File: src/rtl/rtc_evt_pkg.sv
package rtc_evt_pkg;

    localparam int NUM_CH      = 3;
    localparam int DLY_CODE_W  = 4;
    localparam int DLY_CNT_W   = 8;
    localparam int WORD_W      = 32;

    localparam int RUN_BIT     = 0;
    localparam int UPD_BIT     = 1;
    localparam int REF_BIT     = 2;
    localparam int CLR_BIT     = 7;
    localparam int DLY_LSB     = 8;
    localparam int MASK_LSB    = 16;

    typedef struct packed {
        logic [NUM_CH-1:0]     mask;
        logic [DLY_CODE_W-1:0] dly_code;
        logic                  clr;
        logic                  ref_en;
        logic                  upd_en;
        logic                  run;
    } ctl_t;

    // Non-linear code table: powers of two up to 8, then steps of 16.
    function automatic logic [DLY_CNT_W-1:0] dly_cycles(input logic [DLY_CODE_W-1:0] code);
        logic [DLY_CNT_W-1:0] r;
        if (code == '0)
            r = '0;
        else if (code <= DLY_CODE_W'(4))
            r = DLY_CNT_W'(1) << (code - DLY_CODE_W'(1));
        else if (code <= DLY_CODE_W'(13))
            r = DLY_CNT_W'(code - DLY_CODE_W'(4)) << 4;
        else
            r = '0;
        return r;
    endfunction

endpackage

File: src/rtl/rtc_ctl_reg.sv
module rtc_ctl_reg
    import rtc_evt_pkg::*;
(
    input  logic              clk,
    input  logic              rst_n,
    input  logic              wr_en,
    input  logic [WORD_W-1:0] wr_data,
    output ctl_t              ctl_o,
    output logic [WORD_W-1:0] rd_data_o
);

    ctl_t ctl_d, ctl_q;

    always_comb begin
        ctl_d = ctl_q;
        // Clear request lives for one cycle only.
        if (ctl_q.clr)
            ctl_d.clr = 1'b0;
        if (wr_en) begin
            ctl_d.run      = wr_data[RUN_BIT];
            ctl_d.upd_en   = wr_data[UPD_BIT];
            ctl_d.ref_en   = wr_data[REF_BIT];
            ctl_d.clr      = wr_data[CLR_BIT];
            ctl_d.dly_code = wr_data[DLY_LSB +: DLY_CODE_W];
            ctl_d.mask     = wr_data[MASK_LSB +: NUM_CH];
        end
    end

    always_ff @(posedge clk or negedge rst_n) begin
        if (!rst_n)
            ctl_q <= '0;
        else
            ctl_q <= ctl_d;
    end

    always_comb begin
        rd_data_o                          = '0;
        rd_data_o[RUN_BIT]                 = ctl_q.run;
        rd_data_o[UPD_BIT]                 = ctl_q.upd_en;
        rd_data_o[REF_BIT]                 = ctl_q.ref_en;
        rd_data_o[CLR_BIT]                 = ctl_q.clr;
        rd_data_o[DLY_LSB +: DLY_CODE_W]   = ctl_q.dly_code;
        rd_data_o[MASK_LSB +: NUM_CH]      = ctl_q.mask;
    end

    assign ctl_o = ctl_q;

    logic unused_wr_bits;
    assign unused_wr_bits = ^{wr_data[WORD_W-1:MASK_LSB+NUM_CH],
                              wr_data[MASK_LSB-1:DLY_LSB+DLY_CODE_W],
                              wr_data[CLR_BIT-1:REF_BIT+1]};

    // a pending clear drops by itself unless rewritten
    a_r4_clr_self: assert property (@(posedge clk) disable iff (!rst_n)
        ctl_q.clr && !wr_en |=> !ctl_q.clr);

    // a write is reflected in the read-back fields one edge later
    a_r2_write_run: assert property (@(posedge clk) disable iff (!rst_n)
        wr_en |=> rd_data_o[RUN_BIT] == $past(wr_data[RUN_BIT]));

endmodule

File: src/rtl/rtc_subsec_cnt.sv
module rtc_subsec_cnt #(
    parameter int          CNT_W = 32,
    parameter logic [31:0] INCR  = 32'h0002_0000,
    parameter int          TAP   = 19
) (
    input  logic             clk,
    input  logic             rst_n,
    input  logic             run,
    input  logic             clr,
    input  logic             upd_en,
    input  logic             ref_en,
    output logic [CNT_W-1:0] cnt_o,
    output logic             upd_o,
    output logic             ref_o
);

    localparam logic [CNT_W-1:0] STEP = CNT_W'(INCR);

    typedef struct packed {
        logic [CNT_W-1:0] cnt;
        logic             upd;
    } cnt_st_t;

    cnt_st_t st_d, st_q;

    always_comb begin
        st_d = st_q;
        if (clr)
            st_d.cnt = '0;
        else if (run)
            st_d.cnt = st_q.cnt + STEP;
        st_d.upd = upd_en ? ~st_q.upd : 1'b0;
    end

    always_ff @(posedge clk or negedge rst_n) begin
        if (!rst_n)
            st_q <= '0;
        else
            st_q <= st_d;
    end

    assign cnt_o = st_q.cnt;
    assign upd_o = st_q.upd;
    assign ref_o = run & ref_en & st_q.cnt[TAP];

    // frozen when not running
    a_r3_frozen: assert property (@(posedge clk) disable iff (!rst_n)
        !run && !clr |=> $stable(st_q.cnt));

    // fixed step when running
    a_r3_step: assert property (@(posedge clk) disable iff (!rst_n)
        run && !clr |=> st_q.cnt == $past(st_q.cnt) + STEP);

    // clear takes effect at the next edge
    a_r4_cleared: assert property (@(posedge clk) disable iff (!rst_n)
        clr |=> st_q.cnt == '0);

    // sync output inverts each edge while enabled
    a_r5_toggle: assert property (@(posedge clk) disable iff (!rst_n)
        upd_en |=> st_q.upd != $past(st_q.upd));

endmodule

File: src/rtl/rtc_evt_delay.sv
module rtc_evt_delay #(
    parameter int CNT_W = 8
) (
    input  logic             clk,
    input  logic             rst_n,
    input  logic             evt_i,
    input  logic [CNT_W-1:0] dly_len,
    output logic             evt_o
);

    typedef struct packed {
        logic [CNT_W-1:0] cnt;
    } dly_st_t;

    dly_st_t st_d, st_q;

    always_comb begin
        st_d = st_q;
        if (evt_i && dly_len != '0)
            st_d.cnt = dly_len;
        else if (st_q.cnt != '0)
            st_d.cnt = st_q.cnt - CNT_W'(1);
    end

    always_ff @(posedge clk or negedge rst_n) begin
        if (!rst_n)
            st_q <= '0;
        else
            st_q <= st_d;
    end

    assign evt_o = (dly_len == '0) ? evt_i : (st_q.cnt == CNT_W'(1));

    // a fresh pulse reloads the full delay
    a_r9_reload: assert property (@(posedge clk) disable iff (!rst_n)
        evt_i && dly_len != '0 |=> st_q.cnt == $past(dly_len));

    // countdown runs one step per edge
    a_r11_countdown: assert property (@(posedge clk) disable iff (!rst_n)
        st_q.cnt != '0 && !evt_i |=> st_q.cnt == $past(st_q.cnt) - CNT_W'(1));

endmodule

File: src/rtl/rtc_evt_out.sv
module rtc_evt_out
    import rtc_evt_pkg::*;
#(
    parameter int          CNT_W = 32,
    parameter logic [31:0] INCR  = 32'h0002_0000,
    parameter int          TAP   = 19
) (
    input  logic              clk,
    input  logic              rst_n,
    input  logic              wr_en,
    input  logic [WORD_W-1:0] wr_data,
    output logic [WORD_W-1:0] rd_data,
    input  logic [NUM_CH-1:0] evt_in,
    output logic [NUM_CH-1:0] evt_dly,
    output logic              evt_comb,
    output logic [CNT_W-1:0]  subsec,
    output logic              upd_tick,
    output logic              ref_4k
);

    ctl_t                 ctl;
    logic [DLY_CNT_W-1:0] dly_len;

    rtc_ctl_reg u_ctl (
        .clk       (clk),
        .rst_n     (rst_n),
        .wr_en     (wr_en),
        .wr_data   (wr_data),
        .ctl_o     (ctl),
        .rd_data_o (rd_data)
    );

    rtc_subsec_cnt #(
        .CNT_W (CNT_W),
        .INCR  (INCR),
        .TAP   (TAP)
    ) u_cnt (
        .clk    (clk),
        .rst_n  (rst_n),
        .run    (ctl.run),
        .clr    (ctl.clr),
        .upd_en (ctl.upd_en),
        .ref_en (ctl.ref_en),
        .cnt_o  (subsec),
        .upd_o  (upd_tick),
        .ref_o  (ref_4k)
    );

    // One decode of the shared delay code feeds every channel.
    assign dly_len = dly_cycles(ctl.dly_code);

    for (genvar g = 0; g < NUM_CH; g++) begin : g_ch
        rtc_evt_delay #(
            .CNT_W (DLY_CNT_W)
        ) u_dly (
            .clk     (clk),
            .rst_n   (rst_n),
            .evt_i   (evt_in[g]),
            .dly_len (dly_len),
            .evt_o   (evt_dly[g])
        );
    end

    assign evt_comb = |(evt_dly & ctl.mask);

    // empty mask never yields a combined event
    a_r10_no_mask: assert property (@(posedge clk) disable iff (!rst_n)
        ctl.mask == '0 |-> !evt_comb);

    // a combined event needs at least one delayed event
    a_r10_comb_src: assert property (@(posedge clk) disable iff (!rst_n)
        evt_comb |-> evt_dly != '0);

    // reference is silent while the clock is halted
    a_r6_ref_halt: assert property (@(posedge clk) disable iff (!rst_n)
        !ctl.run |-> !ref_4k);

endmodule

File: config.mk
export PLATFORM = sky130hd
export DESIGN_NAME = rtc_evt_out
export DESIGN_NICKNAME = d
export VERILOG_FILES = /design/src/rtl/rtc_evt_pkg.sv /design/src/rtl/rtc_ctl_reg.sv /design/src/rtl/rtc_subsec_cnt.sv /design/src/rtl/rtc_evt_delay.sv /design/src/rtl/rtc_evt_out.sv
export SDC_FILE = /design/constraint.sdc
export NUM_CORES = 1
export LEC_CHECK = 0
export BUFFER_PORTS_ARGS = -buffer_cell sky130_fd_sc_hd__buf_4
export CAP_MARGIN = 10
export CORE_ASPECT_RATIO = 1.1
export CORE_MARGIN = 3
export CORE_UTILIZATION = 51
export CTS_CLUSTER_DIAMETER = 100
export DETAILED_ROUTE_END_ITERATION = 8
export MAX_ROUTING_LAYER = met4
export PLACE_DENSITY = 0.8
export SYNTH_ARGS = -nofsm -noshare
export SYNTH_HDL_FRONTEND = slang
export SYNTH_SLANG_ARGS = --single-unit
File: constraint.sdc
create_clock -name clk -period 3.45 [get_ports clk]
set_input_delay 0.1725 -clock clk [delete_from_list [all_inputs] [get_ports clk]]
set_output_delay 0.1725 -clock clk [all_outputs]
set_load 0.03 [all_outputs]
; ---- Word level (Yosys, flattened, before mapping)
; Cells that the tools add are included.
[op_classes]
addsub = 6
magnitude_cmp = 2
eq_ne = 3
shift = 1
mux = 16
bitwise = 4
reduce_logical = 14
[op_table]
columns = cell, count
row1 = 2-to-1 mux 8 bit, 9
row2 = 2-to-1 mux 32 bit, 2
row3 = "adder 32 x 18 -> 32 bit, second input constant", 1
row4 = nonzero test 8 bit, 4
row5 = "== test 8 x 1 -> 1 bit, second input constant", 3
row6 = "subtractor 8 x 1 -> 8 bit, second input constant", 3
row7 = logical NOT 8 bit, 1
row8 = nonzero test 2 bit, 4
row9 = "left shift 1 x 4 -> 8 bit, first input constant", 1
row10 = "less-or-equal comparator 4 x 3 -> 1 bit, second input constant", 1
row11 = "less-or-equal comparator 4 bit, second input constant", 1
row12 = logical NOT 4 bit, 1
row13 = 2-to-1 mux 1 bit, 4
row14 = 2-to-1 mux 4 bit, 1
row15 = "subtractor 4 x 1 -> 4 bit, second input constant", 1
row16 = "subtractor 4 x 3 -> 4 bit, second input constant", 1
row17 = bitwise AND 3 bit, 1
row18 = logical AND 1 bit, 3
row19 = OR reduction 3 bit, 1
row20 = bitwise AND 1 bit, 2
row21 = NOT 1 bit, 1
[totals]
ff_bits = 68
input_bits = 38

; ---- Depth between registers and ports, before layout
[logic_depth]
ltp_word = 8
ltp_mapped = 11

; ---- Modules after synthesis
; Synthesis repeated with hierarchy kept, for this count alone.
[hier_totals]
hier_cells = 361
area_unflattened_um2 = 3513.4
[by_module_without_submodules]
columns = mod, instances, cells_each, area_per_inst_um2
row1 = rtc_evt_delay, 3, 57, 549.3
row2 = rtc_subsec_cnt, 1, 95, 943.4
row3 = rtc_ctl_reg, 1, 56, 684.4
row4 = rtc_evt_out, 1, 39, 237.7

; ---- Least setup slack after synthesis
; OpenSTA, ideal clock, no wires.
[synth_path]
path_type = reg2out
start = reg u_ctl.ctl_q (netlist bit u_ctl.ctl_o[7])
end = out evt_comb
t_arrival_ns = 2.747
required_ns = 3.277
slack_ns = 0.531
stages_incl_launch_ff = 9
path_buffers = 1
path_cell_list = dfrtp_1 > clkbuf_1 > inv_1 > ha_1 > o21a_1 > a2111oi_4 > nor2_2 > mux2_4 > a21o_1
[synth_via]
elab_chain_len = 8
elab_cells_between_ends = 15
[synth_rtl]
columns = element, line_no
row1 = from (decl), rtc_ctl_reg.sv:12  ; ctl_t ctl_d, ctl_q;
row2 = from (signal assigned), rtc_ctl_reg.sv:33  ; ctl_q <= ctl_d;
row3 = "subtractor 4 x 1 -> 4 bit, or another cell as far along", rtc_evt_pkg.sv:30  ; r = DLY_CNT_W'(1) << (code - DLY_CODE_W'(1));
row4 = left shift 1 x 4 -> 8 bit or 2-to-1 mux 8 bit (tied branches), "rtc_evt_pkg.sv:30, rtc_evt_pkg.sv:31"
row5 = 2-to-1 mux 8 bit, rtc_evt_pkg.sv:29  ; else if (code <= DLY_CODE_W'(4))
row6 = 2-to-1 mux 8 bit (*), rtc_evt_pkg.sv:27  ; if (code == '0)
row7 = logical NOT 8 bit (*), rtc_evt_delay.sv:32  ; assign evt_o = (dly_len == '0) ? evt_i : (st_q.cnt == CNT_W'(1));
row8 = 2-to-1 mux 1 bit (*), rtc_evt_delay.sv:32
row9 = named net g_ch[2].u_dly.evt_o, rtc_evt_delay.sv:8  ; output logic evt_o
row10 = bitwise AND 3 bit (*), rtc_evt_out.sv:64  ; assign evt_comb = |(evt_dly & ctl.mask);
row11 = OR reduction 3 bit (*), rtc_evt_out.sv:64
row12 = to (decl), rtc_evt_out.sv:15  ; output logic evt_comb,
; Mark *: on every way through the listed nets, which the timed path passes. The rest lies on a longest branch.

; ---- Worst setup path after layout
[layout_path]
start = reg u_ctl.ctl_q (netlist bit u_ctl.ctl_o[7])
end = out evt_comb
[layout_via]
elab_chain_len = 8
elab_cells_between_ends = 15
[layout_rtl]
columns = element, line_no
row1 = "subtractor 4 x 1 -> 4 bit, or another cell as far along", rtc_evt_pkg.sv:30
row2 = left shift 1 x 4 -> 8 bit or 2-to-1 mux 8 bit (tied branches), "rtc_evt_pkg.sv:30, rtc_evt_pkg.sv:31"
row3 = 2-to-1 mux 8 bit, rtc_evt_pkg.sv:29
row4 = 2-to-1 mux 8 bit (*), rtc_evt_pkg.sv:27
row5 = logical NOT 8 bit (*), rtc_evt_delay.sv:32
row6 = 2-to-1 mux 1 bit, rtc_evt_delay.sv:32
row7 = bitwise AND 3 bit (*), rtc_evt_out.sv:64
row8 = OR reduction 3 bit (*), rtc_evt_out.sv:64
; Mark *: on every way between the ends. The rest lies on a longest branch, timed or not.

==> flow_summary_export.csv <==
group,metric,value,unit
synthesis,yosysWarnings,0,
floorplan,coreArea,5914,sq um
floorplan,die-area,7266,sq um
global_routing,overflow,0,
global_routing,met1_usage,0.2474,
detailed_routing,route.detailed.drc,0,
floorplan,ios,108,
global_routing,grt_max_degree,52,
synthesis,synth_ff_type,"dfrtp_1",
clock_tree,cts_tree,"done",
clock_tree,h-tree-depth,2,
synthesis,synth-async-reset-ratio,1.000,
sta,clock.fmax,318.5,MHz
setup_path,r2r_setup_slack,830,ps
sta,setup_viol,0,
detailed_routing,viasPerCell,5.294,
clock_tree,cts_made_buffers,5,
setup_path,crit_required,3280,ps
layout,drive_gt1_frac,0.1990,
place,post-place-ws,692.0,ps
global_routing,grtUsageMet3,0.04637,
sta,slew_headroom,0.5677,
sta,fin_ws,309.8,ps
sta,hold_viol,0,
global_routing,grt_usage,0.1970,
power,leakage,0.001717,uW
place,hpwl,4723,um
clock_tree,clk_transition_reported_paths,90,ps
detailed_routing,vias,2430,
global_routing,busiest_layer,"met2",
floorplan,die_w,81.55,um
clock_tree,worstSkewPairLatency,310,ps
detailed_routing,wl_per_cell,14.12,um
clock_tree,clk_path_buf_depth,2,
detailed_routing,drt-total-wl,6481,um
power,power,2393,uW
synthesis,synthTopCellsByArea,"dfrtp_1 40%, buf_4 11%, xor2_1 4.7%",
sta,finalMaxSlewViolations,0,
global_routing,grt_pass1_wl,10680,um
setup_path,crit_path_end_kind,"output port",
sta,hold_slack,68.82,ps
min_path,min_from,"wr_data[11]",
setup_path,worstReg2RegStart,"u_ctl.ctl_o[7]",
setup_path,cp.arrival,2970,ps
setup_path,rr_worst_depth,8,
min_path,hold_class,"in2reg",
layout,final_common_cell,"dfrtp_1",
clock_tree,root_buffer,"clkbuf_8",
layout,antenna_cells,0,
place,finalWeightedCongestion,0.8400,
sta,worst_slew_pin_slew,648.5,ps
synthesis,synthesis.area,3202,sq um
detailed_routing,drtIter0Drc,141,
detailed_routing,ant_nets,0,
layout,most-common-layout-cells,"51 x dfrtp_1, 49 x buf_4, 38 x conb_1, 32 x nor2_1, 21 x nand3_1",
floorplan,rows,29,
synthesis,synth_edf_count,0,
clock_tree,ctsResizeCount,0,
synthesis,synth_top_area_frac,0.3986,
clock_tree,cts.sinks,51,
synthesis,synth_cell_type_count,45,
sta,min_period,3140,ps
layout,area_growth,10.59,%
min_path,holdPathStages,3,
outcome,status,"complete, no violations",
setup_path,r2r-end,"g_ch[1].u_dly.st_q[1]",
layout,num-fill-cells,496,
synthesis,yosysSeqAreaShare,0.3986,
sta,rsz0062_at_grt,"no",
setup_path,crit_type,"reg2out",
sta,fin_worst_skew,5.064,ps
power,cellPowerDensity,675.9,nW/um^2
setup_path,crit_path_start_kind,"flop",
global_routing,met2_usage,0.3222,
detailed_routing,first_pass_iters,4,
power,ir_worst_vdd,0.0004325,V
place,port_buffers,48,
global_routing,grt_pass1_vias,2332,
floorplan,initial_utilization,0.5414,
synthesis,synth_seq_cells,51,
layout,final_nets,429,
sta,fin_crit_sh,0.9102,
floorplan,die_h,89.10,um
synthesis,syn_inst,344,
global_routing,antenna_found_initial,0,
synthesis,syn_avg_cell_area,9.308,sq um
synthesis,synth_top_area_cell,"dfrtp_1",
sta,setup_tns,0,ps
run,drv_cap,0,
setup_path,crit_path_max_fanout,11,
min_path,hold_end,"u_ctl.ctl_o[7]",
==> cells in the mapped netlist (11+ instances only) <==
cell type and instances:
a21oi_1 12, buf_4 45, dfrtp_1 51, inv_1 11, mux2_2 11, nand2_1 19, nand3_1 21, nor2_1 32
nor3_1 16, o21ai_1 15, xor2_1 17
==> through the flow <==
stage	utilization	cell area [sq um]	instances
floorplan	-	3341	381
global placement	0.5771	3413	450
detailed placement	0.5771	3413	450
CTS	0.5987	3541	459
global route	0.5987	3541	459
finish	0.5987	3541	459
==> power breakdown <==
group,switching (uW),total [uW],internal [uW]
sequential,178,934,756
clock,198,433,235
combinational,593,1030,434
total,969,2390,1420
==> metal layers <==
| layer | up-vias | part of all wire |
|---|---|---|
| li1 | 1166 | - |
| met1 | 1181 | 0.44 |
| met2 | 77 | 0.49 |
| met3 | 6 | 0.062 |
| met4 | 0 | 0.0088 |
| met5 | - | 0 |
==> logic make-up (layout without fill, tap and decap cells) <==
| logic type | count (synthesis) | after routing | share of synthesized area |
|---|---|---|---|
| xor gates and xnor gates | 27 | 27 | 0.07385 |
| muxes | 22 | 22 | 0.07464 |
| buffers and inverters | 68 | 69 | 0.1352 |
| DFF | 51 | 51 | 0.3986 |
| and+or+nand+nor | 116 | 116 | 0.1759 |
| other | 1 | 38 | 0.001171 |
| AOI/OAI and AO/OA | 49 | 49 | 0.1016 |
| adders and majority gates | 10 | 10 | 0.03908 |
==> worst max-delay path: stages, from the launching register on <==
cell and delay (ps):
dfrtp_1 560, inv_1 140, ha_1 340, o2bb2ai_1 250, o32a_1 220, o221ai_2 200, nor2_2 280, mux2_4 330
a21o_1 180, buf_4 160
==> cell type report <==
class	instances	area [sq um]	share of cell area
inverters	11	41.29	0.01166
repair buffers	50	377.9	0.1067
well taps	77	96.34	0.02721
clock buffers	6	82.58	0.02332
multi-input cells	262	1632	0.4608
clock inverters	2	35.03	0.009894
flip-flops and latches	51	1276	0.3604
==> worst max path at each step <==
stage,start,to,slack [ps],cells past startpoint
after global routing,u_ctl.ctl_o[6],evt_comb,150,9
after floorplan,u_ctl.ctl_o[7],evt_comb,530,8
after CTS,u_ctl.ctl_o[7],evt_comb,330,9
after detailed placement,u_ctl.ctl_o[7],evt_comb,690,9
final,u_ctl.ctl_o[7],evt_comb,310,9
after global placement,u_ctl.ctl_o[7],evt_comb,740,8
==> sequential cells by signal (all words and copies together), names as in the netlist <==
register,flops
g_ch.u_dly.st_q,24
u_cnt.cnt_o,15
u_cnt.upd_o,1
u_ctl.ctl_o,11
==> what timing repair did <==
action | in CTS | in global routing
setup buffers | 0 | 0
hold endpoints to repair | 51 | 0
hold buffers | 1 | 0
No activity file was read; power rests on OpenSTA's default activity.
